**config.mk**
```make
export PLATFORM = sky130hd
export DESIGN_NAME = irq_reg_window
export DESIGN_NICKNAME = d
export VERILOG_FILES = /design/src/rtl/irw_pkg.sv /design/src/rtl/irw_ctrl.sv /design/src/rtl/irw_entry.sv /design/src/rtl/irw_datapath.sv /design/src/rtl/irq_reg_window.sv
export SDC_FILE = /design/constraint.sdc
export NUM_CORES = 2
export LEC_CHECK = 0
export BUFFER_PORTS_ARGS = -buffer_cell sky130_fd_sc_hd__buf_2
export CAP_MARGIN = 20
export CORE_AREA = 5 5 660 662
export CTS_CLUSTER_SIZE = 8
export DETAILED_ROUTE_END_ITERATION = 10
export DIE_AREA = 0 0 665 667
export GPL_TIMING_DRIVEN = 0
export PLACE_DENSITY = 0.3
export SYNTH_ARGS = -nofsm -noshare
export SYNTH_HDL_FRONTEND = slang
export SYNTH_SLANG_ARGS = --single-unit
```
**constraint.sdc**
```tcl
create_clock -name clk -period 4.3 [get_ports clk]
set_input_delay 0.86 -clock clk [delete_from_list [all_inputs] [get_ports clk]]
set_output_delay 0.86 -clock clk [all_outputs]
set_load 0.1 [all_outputs]
```
**src/rtl/irw_pkg.sv**
```systemverilog
package irw_pkg;

  typedef enum logic [2:0] {
    RD_NONE = 3'd0,
    RD_SEL  = 3'd1,
    RD_ID   = 3'd2,
    RD_VER  = 3'd3,
    RD_ENT  = 3'd4
  } rdKind_e;

  // strobes from control to datapath
  typedef struct packed {
    logic       selWr;
    logic       idWr;
    logic       entWr;
    logic       entHi;
    logic [7:0] entIdx;
    rdKind_e    rdKind;
  } ctrlStrb_t;

  localparam int DSTAT_BIT = 12;
  localparam int RIRR_BIT  = 14;
  localparam int TRIG_BIT  = 15;
  localparam int MASK_BIT  = 16;

  localparam logic [63:0] RW_MASK = 64'hFF00_0000_0001_AFFF;
  localparam logic [63:0] RO_MASK = 64'h0000_0000_0000_5000;
  localparam logic [63:0] ENT_RESET = 64'h0000_0000_0001_0000;

  localparam logic [7:0] IDX_ID   = 8'h00;
  localparam logic [7:0] IDX_VER  = 8'h01;
  localparam logic [7:0] IDX_ARB  = 8'h02;
  localparam logic [7:0] IDX_TBL  = 8'h10;

endpackage

```
**src/rtl/irw_ctrl.sv**
```systemverilog
module irw_ctrl
  import irw_pkg::*;
#(
  parameter int          NUM_ENT = 24,
  parameter logic [7:0]  SEL_OFF = 8'h00,
  parameter logic [7:0]  WIN_OFF = 8'h10
) (
  input  logic            clk,
  input  logic            rstN,
  input  logic [7:0]      offs,
  input  logic [2:0]      busSize,
  input  logic            busWrEn,
  input  logic            busRdEn,
  input  logic [7:0]      selReg,
  output ctrlStrb_t       strb
);

  localparam logic [7:0] NUM_ENT8 = 8'(NUM_ENT);

  logic       isSel;
  logic       isWin;
  logic [7:0] entRel;
  logic [7:0] entNum;
  logic       inTable;

  always_comb begin
    isSel   = (offs == SEL_OFF);
    isWin   = (offs == WIN_OFF) && (busSize == 3'd4);
    entRel  = selReg - IDX_TBL;
    entNum  = entRel >> 1;
    inTable = (selReg >= IDX_TBL) && (entNum < NUM_ENT8);
  end

  always_comb begin
    strb        = '0;
    strb.selWr  = busWrEn && isSel;
    strb.idWr   = busWrEn && isWin && (selReg == IDX_ID);
    strb.entWr  = busWrEn && isWin && inTable;
    strb.entHi  = selReg[0];
    strb.entIdx = entNum;
    strb.rdKind = RD_NONE;
    if (busRdEn) begin
      if (isSel) begin
        strb.rdKind = RD_SEL;
      end else if (isWin) begin
        if (selReg == IDX_ID || selReg == IDX_ARB) strb.rdKind = RD_ID;
        else if (selReg == IDX_VER)               strb.rdKind = RD_VER;
        else if (inTable)                         strb.rdKind = RD_ENT;
      end
    end
  end

  // at most one write target per cycle
  p_onehot_wr_r1: assert property (@(posedge clk) disable iff (!rstN)
    $onehot0({strb.selWr, strb.idWr, strb.entWr}));

  // a narrow access never reaches window state
  p_narrow_win_r3: assert property (@(posedge clk) disable iff (!rstN)
    (busSize != 3'd4) |-> (!strb.idWr && !strb.entWr && strb.rdKind != RD_ID
                           && strb.rdKind != RD_VER && strb.rdKind != RD_ENT));

  // an entry write always targets an existing entry
  p_ent_range_r7: assert property (@(posedge clk) disable iff (!rstN)
    strb.entWr |-> (strb.entIdx < NUM_ENT8));

endmodule

```
**src/rtl/irw_entry.sv**
```systemverilog
module irw_entry
  import irw_pkg::*;
(
  input  logic        clk,
  input  logic        rstN,
  input  logic        wrEn,
  input  logic        wrHi,
  input  logic [31:0] wrData,
  input  logic        rirrSet,
  input  logic        rirrClr,
  input  logic        dsSet,
  input  logic        dsClr,
  output logic [63:0] entry
);

  logic [63:0] afterSvc;
  logic [63:0] merged;
  logic [63:0] nxt;

  always_comb begin
    afterSvc = entry;
    if (rirrClr) afterSvc[RIRR_BIT]  = 1'b0;
    if (rirrSet) afterSvc[RIRR_BIT]  = 1'b1;
    if (dsClr)   afterSvc[DSTAT_BIT] = 1'b0;
    if (dsSet)   afterSvc[DSTAT_BIT] = 1'b1;

    merged = wrHi ? {wrData, afterSvc[31:0]} : {afterSvc[63:32], wrData};

    nxt = afterSvc;
    if (wrEn) begin
      nxt = (merged & RW_MASK) | (afterSvc & RO_MASK);
      if (!nxt[TRIG_BIT]) nxt[RIRR_BIT] = 1'b0;
    end
  end

  always_ff @(posedge clk) begin
    if (!rstN) entry <= ENT_RESET;
    else       entry <= nxt;
  end

  // edge entries leave a write with remote-IRR clear
  p_edge_rirr_r9: assert property (@(posedge clk) disable iff (!rstN)
    wrEn |=> (entry[TRIG_BIT] || !entry[RIRR_BIT]));

  // delivery status survives a bus write untouched by service
  p_ro_keep_r8: assert property (@(posedge clk) disable iff (!rstN)
    (wrEn && !dsSet && !dsClr) |=> $stable(entry[DSTAT_BIT]));

  // read/write fields move only on bus writes
  p_rw_hold_r11: assert property (@(posedge clk) disable iff (!rstN)
    !wrEn |=> ((entry & RW_MASK) == ($past(entry) & RW_MASK)));

  // set has priority over clear
  p_set_wins_r11: assert property (@(posedge clk) disable iff (!rstN)
    rirrSet && !(wrEn) |=> entry[RIRR_BIT]);

endmodule

```
**src/rtl/irw_datapath.sv**
```systemverilog
module irw_datapath
  import irw_pkg::*;
#(
  parameter int NUM_ENT = 24,
  parameter int VERSION = 32'h20
) (
  input  logic                  clk,
  input  logic                  rstN,
  input  ctrlStrb_t             strb,
  input  logic [31:0]           wrData,
  input  logic [NUM_ENT-1:0]    rirrSet,
  input  logic [NUM_ENT-1:0]    rirrClr,
  input  logic [NUM_ENT-1:0]    dsSet,
  input  logic [NUM_ENT-1:0]    dsClr,
  output logic [7:0]            selReg,
  output logic [31:0]           rdData,
  output logic [NUM_ENT*64-1:0] entryFlat,
  output logic                  tableChg
);

  localparam logic [31:0] VER_WORD = 32'(VERSION) | (32'(NUM_ENT - 1) << 16);

  logic [3:0]  idReg;
  logic [63:0] ent [NUM_ENT];
  logic [63:0] entSel;

  always_ff @(posedge clk) begin
    if (!rstN) begin
      selReg   <= '0;
      idReg    <= '0;
      tableChg <= 1'b0;
    end else begin
      if (strb.selWr) selReg <= wrData[7:0];
      if (strb.idWr)  idReg  <= wrData[27:24];
      tableChg <= strb.entWr;
    end
  end

  for (genvar g = 0; g < NUM_ENT; g++) begin : g_ent
    irw_entry u_entry (
      .clk     (clk),
      .rstN    (rstN),
      .wrEn    (strb.entWr && (strb.entIdx == 8'(g))),
      .wrHi    (strb.entHi),
      .wrData  (wrData),
      .rirrSet (rirrSet[g]),
      .rirrClr (rirrClr[g]),
      .dsSet   (dsSet[g]),
      .dsClr   (dsClr[g]),
      .entry   (ent[g])
    );
    assign entryFlat[g*64 +: 64] = ent[g];
  end

  always_comb begin
    entSel = '0;
    for (int k = 0; k < NUM_ENT; k++) begin
      if (strb.entIdx == 8'(k)) entSel = ent[k];
    end
  end

  always_comb begin
    case (strb.rdKind)
      RD_SEL:  rdData = {24'h0, selReg};
      RD_ID:   rdData = {4'h0, idReg, 24'h0};
      RD_VER:  rdData = VER_WORD;
      RD_ENT:  rdData = strb.entHi ? entSel[63:32] : entSel[31:0];
      default: rdData = '0;
    endcase
  end

  // identifier moves only on an index-0 write
  p_id_hold_r4: assert property (@(posedge clk) disable iff (!rstN)
    !strb.idWr |=> $stable(idReg));

  // change strobe follows each entry write
  p_chg_pulse_r10: assert property (@(posedge clk) disable iff (!rstN)
    strb.entWr |=> tableChg);

  // no strobe without a write
  p_chg_quiet_r10: assert property (@(posedge clk) disable iff (!rstN)
    !strb.entWr |=> !tableChg);

  // select register changes only on a select write
  p_sel_hold_r2: assert property (@(posedge clk) disable iff (!rstN)
    !strb.selWr |=> $stable(selReg));

endmodule

```
**src/rtl/irq_reg_window.sv**
```systemverilog
module irq_reg_window
  import irw_pkg::*;
#(
  parameter int NUM_ENT = 24,
  parameter int ADDR_W  = 12,
  parameter int VERSION = 32'h20
) (
  input  logic                  clk,
  input  logic                  rstN,
  input  logic [ADDR_W-1:0]     busAddr,
  input  logic [2:0]            busSize,
  input  logic                  busWrEn,
  input  logic                  busRdEn,
  input  logic [31:0]           busWrData,
  output logic [31:0]           busRdData,
  input  logic [NUM_ENT-1:0]    rirrSet,
  input  logic [NUM_ENT-1:0]    rirrClr,
  input  logic [NUM_ENT-1:0]    dsSet,
  input  logic [NUM_ENT-1:0]    dsClr,
  output logic [NUM_ENT*64-1:0] entryTable,
  output logic                  tableChanged
);

  ctrlStrb_t  strb;
  logic [7:0] selReg;
  logic       unusedAddrHi;

  assign unusedAddrHi = ^busAddr[ADDR_W-1:8];

  irw_ctrl #(
    .NUM_ENT (NUM_ENT),
    .SEL_OFF (8'h00),
    .WIN_OFF (8'h10)
  ) u_ctrl (
    .clk     (clk),
    .rstN    (rstN),
    .offs    (busAddr[7:0]),
    .busSize (busSize),
    .busWrEn (busWrEn),
    .busRdEn (busRdEn),
    .selReg  (selReg),
    .strb    (strb)
  );

  irw_datapath #(
    .NUM_ENT (NUM_ENT),
    .VERSION (VERSION)
  ) u_dp (
    .clk       (clk),
    .rstN      (rstN),
    .strb      (strb),
    .wrData    (busWrData),
    .rirrSet   (rirrSet),
    .rirrClr   (rirrClr),
    .dsSet     (dsSet),
    .dsClr     (dsClr),
    .selReg    (selReg),
    .rdData    (busRdData),
    .entryFlat (entryTable),
    .tableChg  (tableChanged)
  );

  // narrow window reads return zero
  p_narrow_rd_r3: assert property (@(posedge clk) disable iff (!rstN)
    (busRdEn && busAddr[7:0] == 8'h10 && busSize != 3'd4) |-> (busRdData == 32'h0));

  // unmapped offsets read zero
  p_unmapped_rd_r1: assert property (@(posedge clk) disable iff (!rstN)
    (busRdEn && busAddr[7:0] != 8'h10 && busAddr[7:0] != 8'h00) |-> (busRdData == 32'h0));

endmodule

```
Word-level counts from Yosys, hierarchy flattened --
Cells that the tools add are included.
Operators by class: add/sub/neg operators 1, order comparisons 2, eq/ne operators 31, muxes and demuxes 200, bitwise logic cells 24, reduce and logical (&&, ||, !) cells 34
Operator list (count):
- $mux 64 | 48
- $or 64x15->64 | 24
- $mux 15 | 24
- $pmux 32 s4 | 1
- $mux 1 | 120
- $eq 7x4->1 const B | 8
- $eq 7x5->1 const B | 8
- $mux 32 | 1
- $logic_and 1x1->1 | 30
- $eq 7x3->1 const B | 4
- $logic_not 8->1 | 3
- $mux 3 | 6
- $eq 7x2->1 const B | 2
- $eq 8x1->1 const B | 1
- $eq 8x2->1 const B | 1
- $eq 8x5->1 const B | 1
- $ge 8x5->1 const B | 1
- $sub 8x5->8 const B | 1
- $eq 7x1->1 const B | 1
- $lt 7x5->1 const B | 1
- $eq 3x2->1 const B | 2
- $eq 3x3->1 const B | 2
- $eq 3x1->1 const B | 1
- $logic_or 1x1->1 | 1
Word-level totals: bits in registers 1549, bits of input ports 147, output and inout bits 1569, word-level logic and storage cells 343

Longest topological paths before layout --
depth after elaboration 28, gate-level depth with buffers 14, mapped depth without buffers 10

Modules after synthesis --
From an unflattened synthesis, not the netlist that was laid out.
Unflattened totals: cells, all modules 6283, area total of the unflattened synthesis 49229.7 µm²
By module, submodules not included:
- irw_entry | times used 24, cells each 171, area an instance 1405.1 µm², seq. area each 500.5 µm²
- irw_datapath | times used 1, cells each 2144, area an instance 15230.9 µm², seq. area each 260.2 µm²
- irw_ctrl | times used 1, cells each 35, area an instance 276.5 µm², seq. area each 0.0 µm²

Least setup slack after synthesis --
Ideal clock, no wire load.
path type register to output, from register u_dp.selReg[4], to output busRdData[10], arrival 7196 ps, data required time 3440 ps, slack -3756 ps, stages on the path, launching flop included 13, path buffers 2, path through dfxtp_1 buf_2 inv_1 ha_1 clkbuf_1 o31ai_1 o311ai_4 nor3_2 a22oi_1 o21ai_0 a211oi_1 o311a_1 a2111oi_0
On the way: longest elaborated chain between the ends 28, elaborated cells between the ends (all ways) 68, classes of those cells add/sub (1); order compare (2); eq/ne (29); mux (32); reduce/logical (4)
RTL lines:
- from (decl) | line irw_datapath.sv:15 | output logic [7:0] selReg,
- from (signal assigned) | line irw_datapath.sv:33 | if (strb.selWr) selReg <= wrData[7:0];
- $sub 8x5->8 | line irw_ctrl.sv:29 | entRel = selReg - IDX_TBL;
- $logic_not 8->1 | line irw_datapath.sv:58 | if (strb.entIdx == 8'(k)) entSel = ent[k];
- $mux 64 (24 in a row) | line irw_datapath.sv:58
- $mux 32 | line irw_datapath.sv:67 | RD_ENT: rdData = strb.entHi ? entSel[63:32] : entSel[31:0];
- $pmux 32 s4 (*) | line irw_datapath.sv:63 | case (strb.rdKind)
- to (decl) | line irq_reg_window.sv:15 | output logic [31:0] busRdData,
Mark *: on every way between the ends. The rest lies on a longest branch, timed or not.

Worst setup path in the final report --
from register u_dp.selReg[4], to output busRdData[2]
Same word-level chain as after synthesis.

==> summary.md <==
| Metric | Value |
|---|---|
| Status | `complete, but fails checks` |
| Failing checks | `setup timing` |
| Lkg Pwr | `between 20 and 30 nW` |
| Top-count cell post-synth | `buf_4` |
| Clk sinks | `613` |
| Pwr per Cell Area | `approximately 280 nW/um^2` |
| Vias in the first global route | `around 39000` |
| Hold Slack | `between 0.3 and 0.4 ns` |
| Worst path cell trace | `buf_12 > inv_8 > ha_4 > and2_4 > o311ai_4 > buf_12 > buf_12 > nor3_4 > buf_6 > a222oi_1 > nand4_1 > a221o_1 > buf_12` |
| Main synth FF type | `dfxtp_1` |
| Top delay family on crit path | `compound AO/OA/AOI/OAI gates` |
| Routed len/inst | `30.7 um` |
| Peak Freq | `between 150 and 200 MHz` |
| Worst r2r path cells | `16` |
| Crit path max-delay cell type | `a222oi_1` |
| Synth-to-Final Area Change | `57.8%` |
| Worst path bufs/invs | `6` |
| Syn Area/Cell | `7.76 um^2` |
| Hold Fails Final Rpt | `0` |
| Die extent in x | `between 600 and 700 um` |
| Clock buffer depth | `3` |
| Post-route DRC | `0` |
| Overall Global Routing Usage | `around 17%` |
| Period minus WS final | `roughly 5.2 ns` |
| Max VDD drop | `between 0.0002 and 0.0003 V` |
| Final wirelength | `between 300 and 400 mm` |
| Max-slew violations | `0` |
| Post-synthesis async set-or-reset flop share | `0%` |
| Final worst-path cycle share | `120%` |
| Count of hold-fix buffers inserted at cts | `0` |
| Largest cells by area after synthesis | `dfxtp_1 31%, buf_4 28%, nand2_1 12%` |
| Crit. End Element | `output pin` |
| Leading area contributor after synthesis | `dfxtp_1` |
| I/O Buffers | `about 750` |
| Post-synthesis simple-gate area fraction | `between 15 and 20%` |
| Number of synthesized flops with an enable pin | `0` |
| Max H-tree Level | `3` |
| PnR worst setup slack | `-0.862 ns` |
| Root Driver | `clkbuf_16` |
| Setup crit start kind | `flip-flop` |
| Setup Crit Path Kind | `flip-flop to output pin` |
| Post-Route Utilization | `approximately 15%` |
| Max cap viols | `0` |
| # nets final | `between 7000 and 8000` |
| Unrepaired setup endpoints after global routing | `true` |
| Synth top area share | `between 30% and 40%` |
| First-pass GRT wire length | `481 mm` |
| I/O pin total | `1716` |
| TritonCTS clock tree | `yes` |
| Worst Path Required | `approximately 3.4 ns` |
| Die Area | `444000 um^2` |
| Slew at the pin closest to its max-slew limit | `between 1 and 1.5 ns` |
| Initial core utilization | `a little under a tenth` |
| Post-Synth Adder-Cell Area | `less than 1%` |
| Largest family of logic cells by synthesized area | `buffers and inverters` |
| Cell mode on critical path | `buf_12` |
| Hold WC Path Type | `input pin to flip-flop` |
| Yosys warns | `0` |
| Clock slew at reported path FFs | `around 0.06 ns` |
| Layout cells sized above 1 | `between 40% and 50%` |
| Slew margin rel. | `14.0%` |
| Synth Area in XOR/XNOR | `0.0438%` |
| Post-Synthesis Cells | `a little over 5000` |
| Yosys reg bits | `~610` |
| Finished Layout Cells | `between 10000 and 15000` |
| Initial antenna violation count | `63` |
| Vias per Instance | `3.15` |
| # rows | `241` |
| DR pass1 iterations | `6` |
| Critical path arrival | `4.30 ns` |
| Core Area | `about 430000 um^2` |
| Hold path depth | `2` |
| Placed insts | `12600` |
| Worst-Skew Late Latency | `slightly above 0.7 ns` |
| Setup-failing EPs final | `25` |
| GPL Wtd Cong | `0.842` |
| Crit-path max FO | `5` |
| Routed via count | `about 40000` |
| DRT iter0 DRCs | `3092` |
| Top cells by count, synth | `1500 x buf_4, 1231 x nand2_1, 613 x dfxtp_1, 433 x a21boi_0, 205 x clkbuf_1` |
| CTS buffer count | `just under 90` |
| GRT overflow | `0` |
| Mux contribution to synthesized area | `under 10%` |
| Largest net degree at the start of global routing | `13` |
| Synthesized area | `around 40000 um^2` |
| Seq/Total Area, Yosys | `30.7%` |
| Post-synthesis compound-gate area fraction | `between 10% and 20%` |
| Worst path max stage delay | `~0.94 ns` |
| Routed Antenna Nets | `0` |
| Setup Skew | `around 0.048 ns` |
| Design Power | `0.0179 W` |
| Levels on crit path | `13` |
| Yosys cell types | `80` |
| Die Y | `around 670 um` |
| Dpl hpwl | `around 340 mm` |
[path summary, 6_finish.rpt]
| check | start | endpoint | slack, ns |
|---|---|---|---|
| max | u_dp.selReg[4] | busRdData[2] | -0.86 |
| min | dsSet[1] | u_dp.g_ent[1].u_entry.entry[12] | 0.36 |
| max reg2reg | u_dp.selReg[4] | u_dp.g_ent[18].u_entry.entry[56] | 0.12 |
| min reg2reg | flip-flop | flip-flop | 0.47 |
[cells in the final DEF, fill, tap and decap left out, types with 90 or more instances in the layout]
cell type / instances
a21boi_1: 90
dfxtp_1: 608
nand2_1: 1203
a21boi_0: 433
buf_4: 1623
a21oi_1: 101
conb_1: 940
buf_2: 771
clkbuf_1: 137
clkbuf_16: 99
[cell type report]
| cell class | count | area [um^2] |
|---|---|---|
| diodes | 23 | 57.6 |
| repair buffers | 979 | 6810 |
| inverters | 13 | 62.6 |
| multi-input cells | 3682 | 21100 |
| flip-flops and latches | 613 | 12300 |
| well taps | 5710 | 7140 |
| plain buffers | 1782 | 13300 |
| clock buffers | 97 | 2310 |
| fillers | 49500 | 366000 |
| clock inverters | 7 | 93.8 |
[repair_timing]
item	in CTS	in global routing
setup endpoints to repair	295	53
gates resized for setup	648	111
setup buffers	139	29
pin swaps	99	59
cloned	1	0
[logic make-up (layout without fill, tap and decap cells)]
family | after synthesis | count (layout)
simple gates | 1622 | 1622
mux | 89 | 89
fa+ha+maj | 2 | 2
buf+inv | 1802 | 2878
other cells | 1 | 963
xor+xnor | 2 | 2
flops | 613 | 613
compound gates | 1027 | 1027
[stage by stage]
stage	worst slack, ns	area, um^2	setup TNS [ns]
floorplan	-0.0354	44100	-0.0354
global placement	-4.46	55000	-1003.27
detailed placement	-3.25	56100	-197.77
CTS	-0.935	62500	-15.67
global route	-0.755	63100	-15.23
finish	-0.862	63200	-13.12
[power by group]
group / switching [W] / internal [W] / total, W / leakage, nW
clock: 0.00311 / 0.00375 / 0.00687 / 1.18
combinational: 0.00443 / 0.000790 / 0.00522 / 21.6
sequential: 0.0000726 / 0.00571 / 0.00578 / 4.95
[metal layers]
layer	vias to the layer above	part of all wire [%]	global-route usage (%)
li1	18700	-	-
met5	-	0.062	0
met3	444	9.3	6.27
met2	1810	51	30.9
met4	36	4.8	6.45
met1	19600	35	17.6
Power figures use the tool's default switching activity.
